[config.mk]
export PLATFORM = sky130hd
export DESIGN_NAME = wt_cache_ctrl
export DESIGN_NICKNAME = d
export VERILOG_FILES = /design/src/rtl/wt_cache_pkg.sv /design/src/rtl/wt_line_store.sv /design/src/rtl/wt_write_queue.sv /design/src/rtl/wt_fill_ctrl.sv /design/src/rtl/wt_cache_ctrl.sv
export SDC_FILE = /design/constraint.sdc
export NUM_CORES = 1
export LEC_CHECK = 0
export BUFFER_PORTS_ARGS = -buffer_cell sky130_fd_sc_hd__buf_2
export CELL_PAD_IN_SITES_DETAIL_PLACEMENT = 1
export CELL_PAD_IN_SITES_GLOBAL_PLACEMENT = 2
export CORE_MARGIN = 1.5
export CORE_UTILIZATION = 45
export DETAILED_ROUTE_END_ITERATION = 8
export GPL_ROUTABILITY_DRIVEN = 0
export PLACE_DENSITY_LB_ADDON = 0.1
export SETUP_SLACK_MARGIN = 0.02
export SLEW_MARGIN = 20
export SYNTH_ARGS = -nofsm -noshare
export SYNTH_HDL_FRONTEND = slang
export SYNTH_SLANG_ARGS = --single-unit
[constraint.sdc]
create_clock -name clk -period 5.5 [get_ports clk]
set_input_delay 1.1 -clock clk [delete_from_list [all_inputs] [get_ports clk]]
set_output_delay 1.1 -clock clk [all_outputs]
set_load 0.02 [all_outputs]
[src/rtl/wt_cache_pkg.sv]
// Shared types for the write-through cache controller.
package wt_cache_pkg;

    // Refill sequencer states
    typedef enum logic [1:0] {
        FS_IDLE  = 2'd0,   // serving hits
        FS_DRAIN = 2'd1,   // waiting for the write queue to empty
        FS_ASK   = 2'd2,   // issuing the block fetch
        FS_FILL  = 2'd3    // collecting fill beats
    } fill_state_t;

endpackage

[src/rtl/wt_line_store.sv]
// Line storage: per-line valid flag, tag and WORDS data words.
// Assumes: LINES and WORDS are powers of two, at least 2. There is one
// asynchronous read port and one synchronous word write port. Tag and valid
// are set together by tag_set. Only the valid flags are reset.
module wt_line_store #(
    parameter int DATA_W = 32,
    parameter int LINES  = 8,
    parameter int WORDS  = 4,
    parameter int TAG_W  = 25,
    localparam int IDX_W  = $clog2(LINES),
    localparam int WOFF_W = $clog2(WORDS)
) (
    input  logic              clk,
    input  logic              rst_n,
    input  logic [IDX_W-1:0]  rd_idx,
    input  logic [WOFF_W-1:0] rd_woff,
    output logic              rd_valid,
    output logic [TAG_W-1:0]  rd_tag,
    output logic [DATA_W-1:0] rd_word,
    input  logic              wr_en,
    input  logic [IDX_W-1:0]  wr_idx,
    input  logic [WOFF_W-1:0] wr_woff,
    input  logic [DATA_W-1:0] wr_data,
    input  logic              tag_set,
    input  logic [TAG_W-1:0]  tag_val
);

    logic [LINES-1:0]  valid_q;
    logic [TAG_W-1:0]  tag_q  [LINES];
    logic [DATA_W-1:0] data_q [LINES][WORDS];

    // One valid flag per line, cleared by reset and set when its tag is written
    for (genvar l = 0; l < LINES; l++) begin : g_valid
        always_ff @(posedge clk) begin
            if (!rst_n)
                valid_q[l] <= 1'b0;
            else if (tag_set && wr_idx == IDX_W'(l))
                valid_q[l] <= 1'b1;
        end
    end

    // Tag array write on line completion
    always_ff @(posedge clk) begin
        if (tag_set)
            tag_q[wr_idx] <= tag_val;
    end

    // Data word write (fill beat or store merge)
    always_ff @(posedge clk) begin
        if (wr_en)
            data_q[wr_idx][wr_woff] <= wr_data;
    end

    // Lookup of the addressed line and word
    always_comb begin
        rd_valid = valid_q[rd_idx];
        rd_tag   = tag_q[rd_idx];
        rd_word  = data_q[rd_idx][rd_woff];
    end

endmodule

[src/rtl/wt_write_queue.sv]
// Posted-write FIFO: holds word addresses and data until memory acks them.
// Assumes: push is only raised when not full, and pop only when not empty.
// Pushing and popping in the same cycle is allowed.
module wt_write_queue #(
    parameter int WADDR_W = 30,
    parameter int DATA_W  = 32,
    parameter int DEPTH   = 4,
    localparam int PTR_W  = $clog2(DEPTH)
) (
    input  logic               clk,
    input  logic               rst_n,
    input  logic               push,
    input  logic [WADDR_W-1:0] push_waddr,
    input  logic [DATA_W-1:0]  push_data,
    input  logic               pop,
    output logic [WADDR_W-1:0] head_waddr,
    output logic [DATA_W-1:0]  head_data,
    output logic               empty,
    output logic               full
);

    logic [WADDR_W-1:0] addr_q [DEPTH];
    logic [DATA_W-1:0]  data_q [DEPTH];
    logic [PTR_W-1:0]   wr_ptr, rd_ptr;
    logic [PTR_W:0]     count;

    // Entry storage written at the tail
    always_ff @(posedge clk) begin
        if (push) begin
            addr_q[wr_ptr] <= push_waddr;
            data_q[wr_ptr] <= push_data;
        end
    end

    // Pointer and occupancy bookkeeping
    always_ff @(posedge clk) begin
        if (!rst_n) begin
            wr_ptr <= '0;
            rd_ptr <= '0;
            count  <= '0;
        end else begin
            if (push) wr_ptr <= wr_ptr + 1'b1;
            if (pop)  rd_ptr <= rd_ptr + 1'b1;
            count <= count + (PTR_W+1)'(push) - (PTR_W+1)'(pop);
        end
    end

    // Head presentation and flags
    always_comb begin
        head_waddr = addr_q[rd_ptr];
        head_data  = data_q[rd_ptr];
        empty      = (count == '0);
        full       = (count == (PTR_W+1)'(DEPTH));
    end

endmodule

[src/rtl/wt_fill_ctrl.sv]
// Refill sequencer: on a miss it waits for the write queue to empty, issues
// a one-cycle block fetch, then counts WORDS fill beats in ascending order.
// Assumes: the memory returns exactly WORDS beats per fetch, and the miss
// address is held by the processor for the whole sequence.
module wt_fill_ctrl #(
    parameter int WORDS = 4,
    localparam int BEAT_W = $clog2(WORDS)
) (
    input  logic              clk,
    input  logic              rst_n,
    input  logic              miss_start,
    input  logic              wq_empty,
    input  logic              mem_rd_valid,
    output logic              busy,
    output logic              fetch_req,
    output logic              fill_we,
    output logic              fill_last,
    output logic [BEAT_W-1:0] beat
);
    import wt_cache_pkg::*;

    fill_state_t state_q, state_d;
    logic [BEAT_W-1:0] beat_q;

    // Next-state selection for the miss sequence
    always_comb begin
        state_d = state_q;
        case (state_q)
            FS_IDLE:  if (miss_start) state_d = wq_empty ? FS_ASK : FS_DRAIN;
            FS_DRAIN: if (wq_empty)   state_d = FS_ASK;
            FS_ASK:   state_d = FS_FILL;
            FS_FILL:  if (fill_last)  state_d = FS_IDLE;
            default:  state_d = FS_IDLE;
        endcase
    end

    // State and beat counter registers
    always_ff @(posedge clk) begin
        if (!rst_n) begin
            state_q <= FS_IDLE;
            beat_q  <= '0;
        end else begin
            state_q <= state_d;
            if (state_q == FS_ASK)
                beat_q <= '0;
            else if (fill_we)
                beat_q <= beat_q + 1'b1;
        end
    end

    // Decoded controls
    always_comb begin
        busy      = (state_q != FS_IDLE);
        fetch_req = (state_q == FS_ASK);
        fill_we   = (state_q == FS_FILL) && mem_rd_valid;
        fill_last = fill_we && (beat_q == BEAT_W'(WORDS - 1));
        beat      = beat_q;
    end

endmodule

[src/rtl/wt_cache_ctrl.sv]
// Direct-mapped write-through cache controller with a posted write queue.
// Hits complete combinationally. A miss drains the queue, fetches the block,
// sets tag and valid, and then retries the access. Stores update the line
// and are queued for memory. Assumes the processor holds its request
// stable until cpu_ready.
module wt_cache_ctrl #(
    parameter int ADDR_W   = 32,
    parameter int DATA_W   = 32,
    parameter int LINES    = 8,
    parameter int WORDS    = 4,
    parameter int WQ_DEPTH = 4
) (
    input  logic              clk,
    input  logic              rst_n,
    input  logic              cpu_req,
    input  logic              cpu_we,
    input  logic [ADDR_W-1:0] cpu_addr,
    input  logic [DATA_W-1:0] cpu_wdata,
    output logic [DATA_W-1:0] cpu_rdata,
    output logic              cpu_ready,
    output logic              cpu_stall,
    output logic              mem_rd_req,
    output logic [ADDR_W-1:0] mem_rd_addr,
    input  logic              mem_rd_valid,
    input  logic [DATA_W-1:0] mem_rd_data,
    output logic              mem_wr_req,
    output logic [ADDR_W-1:0] mem_wr_addr,
    output logic [DATA_W-1:0] mem_wr_data,
    input  logic              mem_wr_ack
);

    localparam int BOFF_W  = $clog2(DATA_W / 8);
    localparam int WOFF_W  = $clog2(WORDS);
    localparam int IDX_W   = $clog2(LINES);
    localparam int IDX_LSB = BOFF_W + WOFF_W;
    localparam int TAG_LSB = IDX_LSB + IDX_W;
    localparam int TAG_W   = ADDR_W - TAG_LSB;
    localparam int WADDR_W = ADDR_W - BOFF_W;

    logic [WOFF_W-1:0]  a_woff;
    logic [IDX_W-1:0]   a_idx;
    logic [TAG_W-1:0]   a_tag;
    logic               unused_byte_bits;
    logic               line_valid, hit, busy;
    logic [TAG_W-1:0]   line_tag;
    logic               store_go, miss_start;
    logic               fetch_req, fill_we, fill_last;
    logic [WOFF_W-1:0]  beat;
    logic               wq_empty, wq_full;
    logic [WADDR_W-1:0] head_waddr;
    logic               st_we;
    logic [WOFF_W-1:0]  st_woff;
    logic [DATA_W-1:0]  st_wdata;

    // Address field split
    always_comb begin
        a_woff = cpu_addr[IDX_LSB-1:BOFF_W];
        a_idx  = cpu_addr[TAG_LSB-1:IDX_LSB];
        a_tag  = cpu_addr[ADDR_W-1:TAG_LSB];
    end
    assign unused_byte_bits = ^cpu_addr[BOFF_W-1:0];

    // Hit decision and processor handshake
    always_comb begin
        hit        = line_valid && (line_tag == a_tag);
        cpu_ready  = cpu_req && !busy && hit && (!cpu_we || !wq_full);
        cpu_stall  = cpu_req && !cpu_ready;
        store_go   = cpu_ready && cpu_we;
        miss_start = cpu_req && !busy && !hit;
    end

    // Storage write port: fill beats take the port, store merges otherwise
    always_comb begin
        st_we    = fill_we || store_go;
        st_woff  = fill_we ? beat : a_woff;
        st_wdata = fill_we ? mem_rd_data : cpu_wdata;
    end

    wt_line_store #(
        .DATA_W(DATA_W), .LINES(LINES), .WORDS(WORDS), .TAG_W(TAG_W)
    ) u_store (
        .clk(clk), .rst_n(rst_n),
        .rd_idx(a_idx), .rd_woff(a_woff),
        .rd_valid(line_valid), .rd_tag(line_tag), .rd_word(cpu_rdata),
        .wr_en(st_we), .wr_idx(a_idx), .wr_woff(st_woff), .wr_data(st_wdata),
        .tag_set(fill_last), .tag_val(a_tag)
    );

    wt_fill_ctrl #(.WORDS(WORDS)) u_fill (
        .clk(clk), .rst_n(rst_n),
        .miss_start(miss_start), .wq_empty(wq_empty),
        .mem_rd_valid(mem_rd_valid),
        .busy(busy), .fetch_req(fetch_req), .fill_we(fill_we),
        .fill_last(fill_last), .beat(beat)
    );

    wt_write_queue #(
        .WADDR_W(WADDR_W), .DATA_W(DATA_W), .DEPTH(WQ_DEPTH)
    ) u_wq (
        .clk(clk), .rst_n(rst_n),
        .push(store_go), .push_waddr(cpu_addr[ADDR_W-1:BOFF_W]),
        .push_data(cpu_wdata),
        .pop(mem_wr_ack && !wq_empty),
        .head_waddr(head_waddr), .head_data(mem_wr_data),
        .empty(wq_empty), .full(wq_full)
    );

    // Memory-side outputs
    always_comb begin
        mem_rd_req  = fetch_req;
        mem_rd_addr = {cpu_addr[ADDR_W-1:IDX_LSB], {IDX_LSB{1'b0}}};
        mem_wr_req  = !wq_empty;
        mem_wr_addr = {head_waddr, {BOFF_W{1'b0}}};
    end

endmodule

# After elaboration in Yosys (flattened, before gate mapping)
# Memory sizes are Yosys's and may differ from the RTL's. A register that Yosys moved wholly into a read port is not among the register bits.
# Cells that the tools add are included.
# totals
reg_bits	19
latch_bits	0
ram_bits	1472
romBits	0
in_bits	102
out_inout_bits	132
word_cells	102
memories	4
# memory_table
memory	words	word_bits	rd	rd_clocked_by_memory_dff	write_ports	line_no	source
u_store.data_q	8	128	1	0	1	wt_line_store.sv:30	logic [DATA_W-1:0] data_q [LINES][WORDS];
u_store.tag_q	8	25	1	0	1	wt_line_store.sv:29	logic [TAG_W-1:0] tag_q [LINES];
u_wq.data_q	4	32	1	1	1	wt_write_queue.sv:23	logic [DATA_W-1:0] data_q [DEPTH];
u_wq.addr_q	4	30	1	1	1	wt_write_queue.sv:22	logic [WADDR_W-1:0] addr_q [DEPTH];
# op_classes
addsub	5
mul	0
div_mod_pow	0
order_cmp	4
eq_ne	16
shifts	0
n_mux	24
n_bitwise	3
reduce_logical	33
# op_table
operator	n
128-bit 2-to-1 mux	1
32-bit 2-to-1 mux	4
32-bit binary-select mux with 2-bit select	1
32-bit demux with 2-bit select	1
25-bit == test	1
1-bit logical AND	19
2-bit 2-to-1 mux	9
3-bit == test, second input constant	5
2-bit case mux with 4 select lines	1
2-bit by 1-bit adder with 2-bit output, second input constant	3
2-bit == test, second input constant	3
3-bit by 2-bit == test with 1-bit output, second input constant	2
3-bit >= comparator, second input constant	2
1-bit zero test	6
3-bit zero test	2
1-bit 2-to-1 mux	6
2-bit NOT with 3-bit output	2
3-bit by 4-bit < comparator with 1-bit output, second input constant	1
2-bit inequality test, second input constant	2
3-bit by 1-bit adder with 3-bit output	1
1-bit binary-select mux with 3-bit select	1
3-bit by 1-bit == test with 1-bit output, second input constant	1
3-bit by 1-bit < comparator with 1-bit output, second input constant	1
3-bit AND reduction	1
8 further kinds	9

# Longest topological paths before layout
# logic_depth
ltp_word	9
depth_mapped	15
mapped_depth_nobuf	12

# Modules after synthesis
# Synthesis repeated with hierarchy kept, for this count alone.
# hier_totals
hier_cells	3075
area_unflattened_um2	58538.6
# by_module_without_submodules
mod	instances	cells_each	area_per_inst_um2	seq_area_each_um2
wt_line_store	1	2548	47747.0	36915.4
wt_write_queue	1	367	9459.1	7627.3
wt_cache_ctrl	1	125	1037.2	0.0
wt_fill_ctrl	1	35	295.3	80.1

# Worst setup path after synthesis
# No wires, ideal clock.
# synth_path
path_type	input to register
start	input port cpu_addr[6]
end	memory u_store.data_q[4][100] in the netlist's numbering (enable)
setup_ns	0.432
arrival_time_ns	5.042
t_required_ns	5.068
setup_slack_ns	0.026
path_stages	12
path_buffers	3
path_cell_list	buf_2 and2b_1 buf_2 a222oi_1 o21ai_0 xor2_1 nand4_1 nor4_4 nand4_4 or4_1 buf_2 a21oi_1
# synth_via
elab_chain_len	9
elab_cells_between_ends	11
classes_between	eq/ne (1); mux (4); reduce/logical (5); memory (1)
# synth_rtl
item	line_no	source
start: declaration	wt_cache_ctrl.sv:17	input logic [ADDR_W-1:0] cpu_addr,
memory 8 x 25 bit or 1-bit binary-select mux with 3-bit select (tied branches)	--	
25-bit == test or 1-bit 2-to-1 mux (tied branches)	wt_cache_ctrl.sv:65, wt_line_store.sv:56	
1-bit logical AND	wt_cache_ctrl.sv:65	hit = line_valid && (line_tag == a_tag);
1-bit logical AND (2 in a row)	wt_cache_ctrl.sv:66	cpu_ready = cpu_req && !busy && hit && (!cpu_we || !wq_full);
1-bit logical AND	wt_cache_ctrl.sv:68	store_go = cpu_ready && cpu_we;
1-bit logical OR	wt_cache_ctrl.sv:74	st_we = fill_we || store_go;
1-bit 2-to-1 mux	wt_line_store.sv:50	if (wr_en)
128-bit 2-to-1 mux (not written as such)	wt_line_store.sv:51	data_q[wr_idx][wr_woff] <= wr_data;
end: declaration	wt_line_store.sv:30	
# Several ways; a longest one is shown, not always the timed one. The select of a mux whose other input is x is not followed.

# Final worst setup path
# layout_path
start	input port cpu_addr[5]
end	output port cpu_ready
# layout_via
elab_chain_len	5
elab_cells_between_ends	7
classes_between	eq/ne (1); mux (2); reduce/logical (3); memory (1)
# layout_rtl
item	line_no	source
memory 8 x 25 bit or 1-bit binary-select mux with 3-bit select (tied branches)	--	
25-bit == test or 1-bit 2-to-1 mux (tied branches)	wt_cache_ctrl.sv:65, wt_line_store.sv:56	
1-bit logical AND *	wt_cache_ctrl.sv:65	
1-bit logical AND * (2 in a row)	wt_cache_ctrl.sv:66	
end: declaration	wt_cache_ctrl.sv:20	output logic cpu_ready,
# Every way passes the cells marked *; elsewhere a longest branch is shown, timed or not. The select of a mux whose other input is x is not followed.

==> flow_summary.json <==
{
  "fill_cells": 10822,
  "synth_area_sq_um": 57500,
  "period_minus_slack_ns": 5.199,
  "final_common_cell": "edfxtp_1",
  "antenna_found_initial": 9,
  "finalWirelength_microns": 150300,
  "regArea_sq_um": 44630,
  "drt-pass1-iter-count": 5,
  "num_rows": 130,
  "cp-start-kind": "input pin",
  "r2r-start": "u_store.tag_q[0][13]",
  "crit_cells": 12,
  "final_antenna_net_count": 0,
  "synth-seq-cells": 1493,
  "start_util_pct": 45.55,
  "crit_start": "cpu_addr[5]",
  "endpoint": "cpu_ready",
  "async_reset_ff_share_pct": 0,
  "worst_setup_path_end_kind": "output pin",
  "ys_types": 55,
  "tns_ns": 0,
  "crit_chain": "buf_8, buf_4, mux2_2, o22ai_1, a221oi_1, xnor2_1, nand4_1, nor4_2, nand3_1, buf_4, a311oi_1, buf_2",
  "cts_tree": "yes",
  "core_area_sq_um": 126200,
  "dieHeight_microns": 360.5,
  "finalPower_mw": 25.44,
  "hold_path.class": "register to register",
  "cts_root_buffer": "clkbuf_16",
  "layout_common_cells": "edfxtp_1 (1472), mux4_2 (395), buf_2 (221)",
  "area_growth_pct": 16.99,
  "fin_skew_ns": 0.02547,
  "status": "complete, no violations",
  "num_io_pins": 234,
  "worst_path_max_delay_cell": "mux2_2",
  "cp_max_fo": 32,
  "die_w_microns": 360.5,
  "synthCells": 2510,
  "max_freq_mhz": 192.3,
  "r2r_cells": 11,
  "routedWlPerCell_microns": 32.23,
  "fin_nets": 3004,
  "worstPathArrival_ns": 4.10,
  "grt_pass1_vias": 29253,
  "synth_top_flop_cell": "edfxtp_1",
  "final.period_utilization_pct": 94.54,
  "cellLeakagePower_nw": 21.63,
  "cpPeakStageDelay_ns": 0.37,
  "grt_pass1_wl_microns": 213000,
  "die-area_sq_um": 129900,
  "powerDensity_nw_per_um2": 378.2,
  "drc": 0,
  "grt_overflow_total": 0,
  "clk_path_buf_depth": 3,
  "portBuffers": 225,
  "hold_violations": 0,
  "grt_use_total_pct": 23.38,
  "rsz0062_at_grt": "false",
  "clock_latency_ns": 0.77,
  "num_vias": 27041,
  "maxCapViolations": 0,
  "synth-seq-area-share_pct": 77.61,
  "clkSinkCount": 1493,
  "viasPerCell": 5.798,
  "slew_headroom_pct": 25.71,
  "avgSynthCellArea_sq_um": 22.91,
  "numCtsBuffers": 158,
  "place_ws_ns": 0.2468,
  "tightestPinTransition_ns": 1.112,
  "crit_path_frequent_cell": "buf_4",
  "critPathKind": "input pin to output pin",
  "first_iter_violations": 2484,
  "yosysWarningCount": 0,
  "synth-edff-count": 1472,
  "r2r_end": "u_store.data_q[6][99]",
  "grt_max_degree": 97,
  "dp_hpwl_microns": 89740,
  "hold_buffers": 0,
  "multi_input_area_sq_um": 12320,
  "required_ns": 4.40,
  "drive_gt1_share_pct": 36.13,
  "htree_levels": 4,
  "setup_viol": 0,
  "drv_slew": 0,
  "layout_setup_ws_ns": 0.3005,
  "vdd_drop_max_mv": 0.3295,
  "reg2reg_setup_slack_ns": 1.73,
  "critPathTopFamily": "buffers and inverters",
  "crit_buf_inv": 4,
  "path_clk_slew_ns": 0.06
}
per-stage QoR:
stage | cells | hold slack, ns | utilization [%] | instance area (sq um)
floorplan | 2515 | 0.4348 | - | 57520
global placement | 4379 | 0.4469 | 49.24 | 62150
CTS | 4661 | 0.4760 | 53.25 | 67220
global route | 4664 | 0.5006 | 53.30 | 67270
finish | 4664 | 0.4676 | 53.30 | 67270
detailed placement | 4379 | 0.4624 | 49.24 | 62150
cells in the mapped netlist, types with 6 or more instances:
| master | instances | area share [%] |
|---|---|---|
| buf_1 | 27 | 0.18 |
| buf_2 | 25 | 0.22 |
| nand2b_1 | 6 | 0.065 |
| o21ai_0 | 8 | 0.070 |
| nand2_1 | 123 | 0.80 |
| ha_1 | 12 | 0.26 |
| inv_1 | 18 | 0.12 |
| nor2b_1 | 16 | 0.17 |
| buf_4 | 40 | 0.52 |
| mux2_2 | 41 | 0.80 |
| o22ai_1 | 14 | 0.15 |
| mux4_2 | 395 | 15 |
| clkbuf_1 | 58 | 0.38 |
| edfxtp_1 | 1472 | 77 |
| a2bb2oi_1 | 8 | 0.12 |
| a222oi_1 | 7 | 0.12 |
| xor2_1 | 18 | 0.27 |
| xnor2_1 | 11 | 0.17 |
| and2_1 | 18 | 0.20 |
| mux2i_1 | 57 | 0.99 |
| dfxtp_1 | 21 | 0.73 |
| a21oi_1 | 16 | 0.14 |
| nor2_1 | 35 | 0.23 |
state kept, by name, indices dropped and copies added (netlist names), named ones only:
signal / count
u_wq.data_q: 128
u_wq.count: 3
u_store.valid_q: 8
u_wq.rd_ptr: 2
u_fill.state_q: 2
u_store.data_q: 1024
u_store.tag_q: 200
u_wq.wr_ptr: 2
u_wq.addr_q: 120
u_fill.beat: 2
layer usage:
layer / track usage (%) / routed length, microns
met1: 31.64 / 63310
met2: 38.88 / 75640
met3: 4.214 / 7780
met4: 7.074 / 3591
met5: 0 / 0
area by class of cell:
class                           instances  share of cell area, %
Antenna cell                            3                0.01116
Clock inverter                         78                  1.055
Timing Repair Buffer                  368                  4.620
Sequential cell                      1493                  66.35
Tap cell                             1650                  3.069
Clock buffer                          204                  6.480
Multi-Input combinational cell        848                  18.31
Inverter                               20                 0.1116
worst min-delay path by stage:
stage,cells past startpoint,end,startpoint,slack [ns]
finish,2,u_store.valid_q[3],u_store.valid_q[3],0.47
CTS,2,u_store.valid_q[3],u_store.valid_q[3],0.48
floorplan,2,u_store.valid_q[2],u_store.valid_q[2],0.43
detailed placement,2,u_store.valid_q[3],u_store.valid_q[3],0.46
global placement,2,u_store.valid_q[2],u_store.valid_q[2],0.45
global route,2,u_store.valid_q[2],u_store.valid_q[2],0.50
worst min-delay path, stage by stage (launching register included):
cell     delay (ns)
dfxtp_1        0.32
nor2_1         0.05
nor2_1         0.07
cell families after synthesis:
group / synth area share, %
muxes: 17.33
adders and majority gates: 0.2959
and+or+nand+nor: 1.837
buffers and inverters: 1.504
other: 0.006522
AOI/OAI and AO/OA: 0.9836
xor gates and xnor gates: 0.4417
DFF: 77.61
what timing repair did:
| item | in CTS | in global routing |
|---|---|---|
| gates resized for setup | 0 | 1 |
| hold endpoints to repair | 0 | 0 |
| setup buffers | 0 | 0 |
| setup endpoints to repair | 0 | 2 |
report_power, final:
part	switching (mW)	internal [mW]
Sequential	0.131	12.7
Combinational	1.33	0.864
Clock	4.27	6.17
(Power assumes the default switching activity.)
